[src/rtl/sp_pkg.sv]
package sp_pkg;
  typedef enum logic {
    DST_MAIN = 1'b0,
    DST_REF  = 1'b1
  } dst_e;

  localparam int unsigned MIN_RATIO = 3;
endpackage

[src/rtl/sp_sync.sv]
module sp_sync #(
  parameter int unsigned W      = 3,
  parameter int unsigned STAGES = 2
) (
  input  logic         clk,
  input  logic         rst_n,
  input  logic [W-1:0] din,
  output logic [W-1:0] dout
);
  logic [W-1:0] stg [STAGES];

  for (genvar i = 0; i < STAGES; i++) begin : g_stage
    if (i == 0) begin : g_first
      always_ff @(posedge clk or negedge rst_n)
        if (!rst_n) stg[i] <= '0;
        else        stg[i] <= din;
    end else begin : g_next
      always_ff @(posedge clk or negedge rst_n)
        if (!rst_n) stg[i] <= '0;
        else        stg[i] <= stg[i-1];
    end
  end

  assign dout = stg[STAGES-1];
endmodule

[src/rtl/sp_shifter.sv]
module sp_shifter #(
  parameter int unsigned W = 19
) (
  input  logic         clk,
  input  logic         rst_n,
  input  logic         shift_en,
  input  logic         bit_in,
  output logic [W-1:0] word
);
  always_ff @(posedge clk or negedge rst_n)
    if (!rst_n)        word <= '0;
    else if (shift_en) word <= {word[W-2:0], bit_in};
endmodule

[src/rtl/sp_latch_bank.sv]
module sp_latch_bank
  import sp_pkg::*;
#(
  parameter int unsigned R_W = 14,
  parameter int unsigned A_W = 7,
  parameter int unsigned N_W = 11,
  localparam int unsigned W  = 1 + R_W + 4
) (
  input  logic           clk,
  input  logic           rst_n,
  input  logic           load,
  input  logic [W-1:0]   word,
  output logic [R_W-1:0] ref_div,
  output logic           pre_sel,
  output logic           pd_pol,
  output logic           mon_sel,
  output logic           cp_hi,
  output logic [A_W-1:0] swallow,
  output logic [N_W-1:0] main_div,
  output logic           ref_bad,
  output logic           main_bad
);
  localparam int unsigned MODE_LSB = R_W + 1;

  logic [R_W-1:0] r_fld;
  logic [A_W-1:0] a_fld;
  logic [N_W-1:0] n_fld;
  logic           to_ref;

  assign to_ref = (word[0] == DST_REF);
  assign r_fld  = word[R_W:1];
  assign a_fld  = word[A_W:1];
  assign n_fld  = word[A_W+N_W:A_W+1];

  always_ff @(posedge clk or negedge rst_n)
    if (!rst_n) begin
      ref_div <= '0;
      pre_sel <= 1'b0;
      pd_pol  <= 1'b0;
      mon_sel <= 1'b0;
      cp_hi   <= 1'b0;
      ref_bad <= 1'b0;
    end else if (load && to_ref) begin
      ref_div <= r_fld;
      pre_sel <= word[MODE_LSB];
      pd_pol  <= word[MODE_LSB+1];
      mon_sel <= word[MODE_LSB+2];
      cp_hi   <= word[MODE_LSB+3];
      ref_bad <= (r_fld < R_W'(MIN_RATIO));
    end

  always_ff @(posedge clk or negedge rst_n)
    if (!rst_n) begin
      swallow  <= '0;
      main_div <= '0;
      main_bad <= 1'b0;
    end else if (load && !to_ref) begin
      swallow  <= a_fld;
      main_div <= n_fld;
      main_bad <= (n_fld < N_W'(MIN_RATIO));
    end
endmodule

[src/rtl/serial_prog_port.sv]
module serial_prog_port #(
  parameter int unsigned R_W         = 14,
  parameter int unsigned A_W         = 7,
  parameter int unsigned N_W         = 11,
  parameter int unsigned SYNC_STAGES = 2
) (
  input  logic           clk,
  input  logic           rst_n,
  input  logic           ser_clk,
  input  logic           ser_data,
  input  logic           ser_load,
  output logic [R_W-1:0] ref_div,
  output logic           pre_sel,
  output logic           pd_pol,
  output logic           mon_sel,
  output logic           cp_hi,
  output logic [A_W-1:0] swallow,
  output logic [N_W-1:0] main_div,
  output logic           ref_bad,
  output logic           main_bad
);
  localparam int unsigned WORD_W = 1 + R_W + 4;

  logic [2:0]        pins_s;
  logic              sclk_s, sdata_s, le_s;
  logic              sclk_q, le_q;
  logic              sclk_rise, le_rise, shift_en;
  logic [WORD_W-1:0] sr_word;

  sp_sync #(.W(3), .STAGES(SYNC_STAGES)) u_sync (
    .clk  (clk),
    .rst_n(rst_n),
    .din  ({ser_load, ser_data, ser_clk}),
    .dout (pins_s)
  );

  assign sclk_s  = pins_s[0];
  assign sdata_s = pins_s[1];
  assign le_s    = pins_s[2];

  always_ff @(posedge clk or negedge rst_n)
    if (!rst_n) begin
      sclk_q <= 1'b0;
      le_q   <= 1'b0;
    end else begin
      sclk_q <= sclk_s;
      le_q   <= le_s;
    end

  assign sclk_rise = sclk_s & ~sclk_q;
  assign le_rise   = le_s & ~le_q;
  assign shift_en  = sclk_rise & ~le_s;

  sp_shifter #(.W(WORD_W)) u_shift (
    .clk     (clk),
    .rst_n   (rst_n),
    .shift_en(shift_en),
    .bit_in  (sdata_s),
    .word    (sr_word)
  );

  sp_latch_bank #(.R_W(R_W), .A_W(A_W), .N_W(N_W)) u_bank (
    .clk     (clk),
    .rst_n   (rst_n),
    .load    (le_rise),
    .word    (sr_word),
    .ref_div (ref_div),
    .pre_sel (pre_sel),
    .pd_pol  (pd_pol),
    .mon_sel (mon_sel),
    .cp_hi   (cp_hi),
    .swallow (swallow),
    .main_div(main_div),
    .ref_bad (ref_bad),
    .main_bad(main_bad)
  );
endmodule

[config.mk]
export PLATFORM = sky130hd
export DESIGN_NAME = serial_prog_port
export DESIGN_NICKNAME = d
export VERILOG_FILES = /design/src/rtl/sp_pkg.sv /design/src/rtl/sp_sync.sv /design/src/rtl/sp_shifter.sv /design/src/rtl/sp_latch_bank.sv /design/src/rtl/serial_prog_port.sv
export SDC_FILE = /design/constraint.sdc
export NUM_CORES = 1
export LEC_CHECK = 0
export ABC_AREA = 1
export BUFFER_PORTS_ARGS = -buffer_cell sky130_fd_sc_hd__buf_2
export CORE_MARGIN = 2
export CORE_UTILIZATION = 48
export DETAILED_ROUTE_END_ITERATION = 10
export GPL_TIMING_DRIVEN = 0
export PLACE_DENSITY = 0.7
export SLEW_MARGIN = 20
export SYNTH_ARGS = -nofsm -noshare
export SYNTH_HDL_FRONTEND = slang
export SYNTH_SLANG_ARGS = --single-unit
[constraint.sdc]
create_clock -name clk -period 3.1 [get_ports clk]
set_clock_uncertainty 0.05 [all_clocks]
set_input_delay 0.62 -clock clk [delete_from_list [all_inputs] [get_ports clk]]
set_output_delay 0.62 -clock clk [all_outputs]
set_load 0.03 [all_outputs]
==> out/qor.csv <==
stage,metric,value,unit
die,Initial Util,50.0,%
timing,Final Hold Violating Endpoints,0,
detailed_routing,antenna-violating nets left,0,
placement,# placed instances,347,
pwr,maximum VDD drop,290,uV
die,die width,77.0,um
global_routing,"Remaining Overflow, GRT",0,
clocking,clock sinks,65,
global_routing,number of global-route vias before repair,1764,
layout,Layout area overhead,20.2,%
placement,PortBufs,42,
flow_run,Max-cap violations,0,
detailed_routing,Max Used Layer,met4,
worst_setup_path,worst path arrival time,0.90,ns
clocking,Worst-Skew Late Latency,0.33,ns
layout,Non-Filler Instances,362,
clocking,CTS Buffer Depth,2,
global_routing,GRT Overall Usage,19.5,%
timing,unrepaired setup endpoints after global routing,false,
timing,Slew Limit Fails,0,
worst_setup_path,crit path capture type,output pin,
worst_setup_path,Worst EP required,2.43,ns
yosys,Post-synth top cells,"dfrtp_1, nand2_1, o21ai_2",
layout,"Net count, final",293,
worst_setup_path,reg2reg end,u_bank.main_div[3],
global_routing,initial antenna violation count,0,
worst_setup_path,slowest cell on the critical path,dfrtp_1,
timing,Fmax,0.638,GHz
yosys,most common cell in the netlist,dfrtp_1,
layout,share of cells above drive strength 1,36.6,%
detailed_routing,drt pass-1 iters,4,
pwr,Flop pwr share,46.7,%
pwr,clock power share,33.0,%
detailed_routing,detailed router's first-iteration violation count,84,
detailed_routing,Vias/cell,4.83,
yosys,Syn Nets,239,
pwr,Pint,1490,uW
yosys,"Warnings, synthesis",0,
detailed_routing,DRC viols,0,
clocking,clk slew on worst S/H paths,0.07,ns
clocking,Root Driver,clkbuf_8,
clocking,# hold bufs at CTS,0,
timing,final setup TNS,0,ns
pwr,Net Sw Frac,31.0,%
pwr,pwr/cell area,702,nW/um^2
yosys,Synth Area in XOR/XNOR,0,%
global_routing,largest net degree at the start of global routing,38,
layout,n_diodes,0,
placement,gpl congestion,0.817,
worst_setup_path,max incr delay on CP,0.39,ns
status,outcome,completed,
yosys,Post-synth EDFFs,0,
timing,Final Cycle Share,50.6,%
detailed_routing,Met2 Wirelength,2450,um
clocking,Inserted Clock Buffers,9,
layout,Finished Core Util,60.1,%
clocking,CTS tree,done,
timing,min cycle time layout,1.57,ns
yosys,Async SR Flop Fraction,100,%
yosys,"area leader, netlist",dfrtp_1,
yosys,simple-gate portion of the synthesized area,12.6,%
die,die area,5920,um^2
yosys,syn avg cell area,10.9,um^2
detailed_routing,routed len/inst,13.9,um
yosys,Seq cells post-synth,65,
yosys,sequential-to-total area share from yosys stat,63.7,%
die,core box area,5110,um^2
yosys,main flop type after synthesis,dfrtp_1,
clocking,Resized cells post-CTS,0,
clocking,H-Tree Depth,3,
yosys,Synth Area in Compound Gates,16.2,%
yosys,leading cell types by total area after synthesis,"dfrtp_1, o21ai_2, nand2_1",
die,Rows,26,
min_path,hold crit path type,primary input to async pin,
yosys,multiplexer share of the synthesized area,0,%
worst_setup_path,Critical R2R Launch,u_shift.word[0],
yosys,Synth cell types,15,
detailed_routing,final WL,5030,um
worst_setup_path,worst path cell trace,buf_2,
worst_setup_path,CP Buf/Inv Count,1,
die,Top Ports,43,
clocking,# Post-CTS Setup Buffers,0,
pwr,LEAKAGE,0.00155,uW
yosys,largest family of logic cells by synthesized area,compound AO/OA/AOI/OAI gates,
yosys,post-synthesis cell count,234,
pwr,net switching power,668,uW
pwr,Comb pwr share,20.3,%
timing,# setup viols final,0,
global_routing,first-pass GRT wire length,8780,um
yosys,fraction of the mapped netlist area in adder cells,0,%
yosys,Synth top area share,63.7,%
placement,hpwl dp,3320,um
worst_setup_path,R2R depth,5,
layout,# fillers,439,
yosys,synthesized area,2550,um^2
worst_setup_path,CP Launch Type,register,
timing,Slew @ Worst Pin,0.385,ns
worst_setup_path,crit-path leading delay family,flip-flops,
worst_setup_path,worst setup path category,register to output pin,
timing,max_slew headroom,74.3,%
worst_setup_path,worst-path fanout max,2,
worst_setup_path,FF-to-FF setup slack,1.84,ns
detailed_routing,met3 wire len,194,um
detailed_routing,post-route met1 wirelength,2320,um
die,Die H,77.0,um
detailed_routing,Vias,1747,
[through the flow]
step	hold WS [ns]	setup slack, ns	area, um^2	total power, uW
global route	0.160	1.48	3070	2280
CTS	0.155	1.51	3070	2180
finish	0.157	1.53	3070	2160
global placement	0.284	1.13	2850	1450
floorplan	0.274	1.94	2550	1320
detailed placement	0.286	1.84	2880	1470
[cell families (layout without fill, tap and decap cells)]
logic type,Yosys count,after routing
buffers and inverters,33,91
AOI/OAI and AO/OA,55,55
DFF,65,65
and+or+nand+nor,81,81
[routing by layer]
layer,vias to the layer above,track usage [%]
met5,-,0
li1,851,-
met1,855,24.8
met4,0,6.55
met3,6,6.71
met2,35,31.2
[sequential cells by signal, summed over array words and instances, names as in the netlist]
name,flops
u_shift.word,19
u_bank.ref_div,14
u_bank.main_div,11
u_bank.swallow,7
u_sync.dout,3
u_sync.stg,3
le_q,1
sclk_q,1
u_bank.cp_hi,1
u_bank.main_bad,1
u_bank.mon_sel,1
u_bank.pd_pol,1
u_bank.pre_sel,1
u_bank.ref_bad,1
[placed cells by master (no fill, tap or decap)]
| cell | instances |
|---|---|
| buf_2 | 41 |
| clkbuf_1 | 2 |
| buf_6 | 9 |
| dfrtp_1 | 65 |
| clkinv_2 | 2 |
| nand2_1 | 63 |
| inv_1 | 21 |
| nor3_2 | 1 |
| nand3b_1 | 1 |
| clkbuf_2 | 1 |
| a21oi_2 | 1 |
| nand2_2 | 1 |
| nor2_1 | 11 |
| bufinv_16 | 1 |
| buf_4 | 1 |
| clkbuf_8 | 11 |
| buf_12 | 1 |
| o21ai_2 | 36 |
| nand3_1 | 4 |
| inv_2 | 1 |
| o21ai_0 | 18 |
[power groups by stage]
stage               Combinational [uW]  Clock, uW  Sequential [uW]
finish                             439        711             1010
global route                       485        775             1020
CTS                                446        728             1010
detailed placement                 445          0             1020
global placement                   436          0             1020
floorplan                          175          0             1150
[how the worst max path moves through the flow]
stage                             startpoint                  to  slack [ns]  cells past startpoint
after floorplan           u_bank.main_div[6]         main_div[6]        1.94                      0
after global routing       u_bank.ref_div[0]          ref_div[0]        1.48                      1
after detailed placement     u_shift.word[0]  u_bank.main_div[6]        1.84                      5
final                        u_bank.main_bad            main_bad        1.53                      1
after global placement                 rst_n  u_bank.main_div[3]        1.13                      1
after CTS                    u_bank.main_bad            main_bad        1.51                      1
[final cells by class]
type                    instances  area, um^2  share of cell area [%]
well taps                      70        87.6                    2.85
plain buffers                  11         110                    3.59
multi-input cells             136         736                    24.0
flip-flops and latches         65        1630                    53.0
repair buffers                 43         233                    7.58
clock buffers                  12         155                    5.05
clock inverters                 3        40.0                    1.30
inverters                      22        82.6                    2.69
Note: power is estimated with default switching activity, not from simulation.
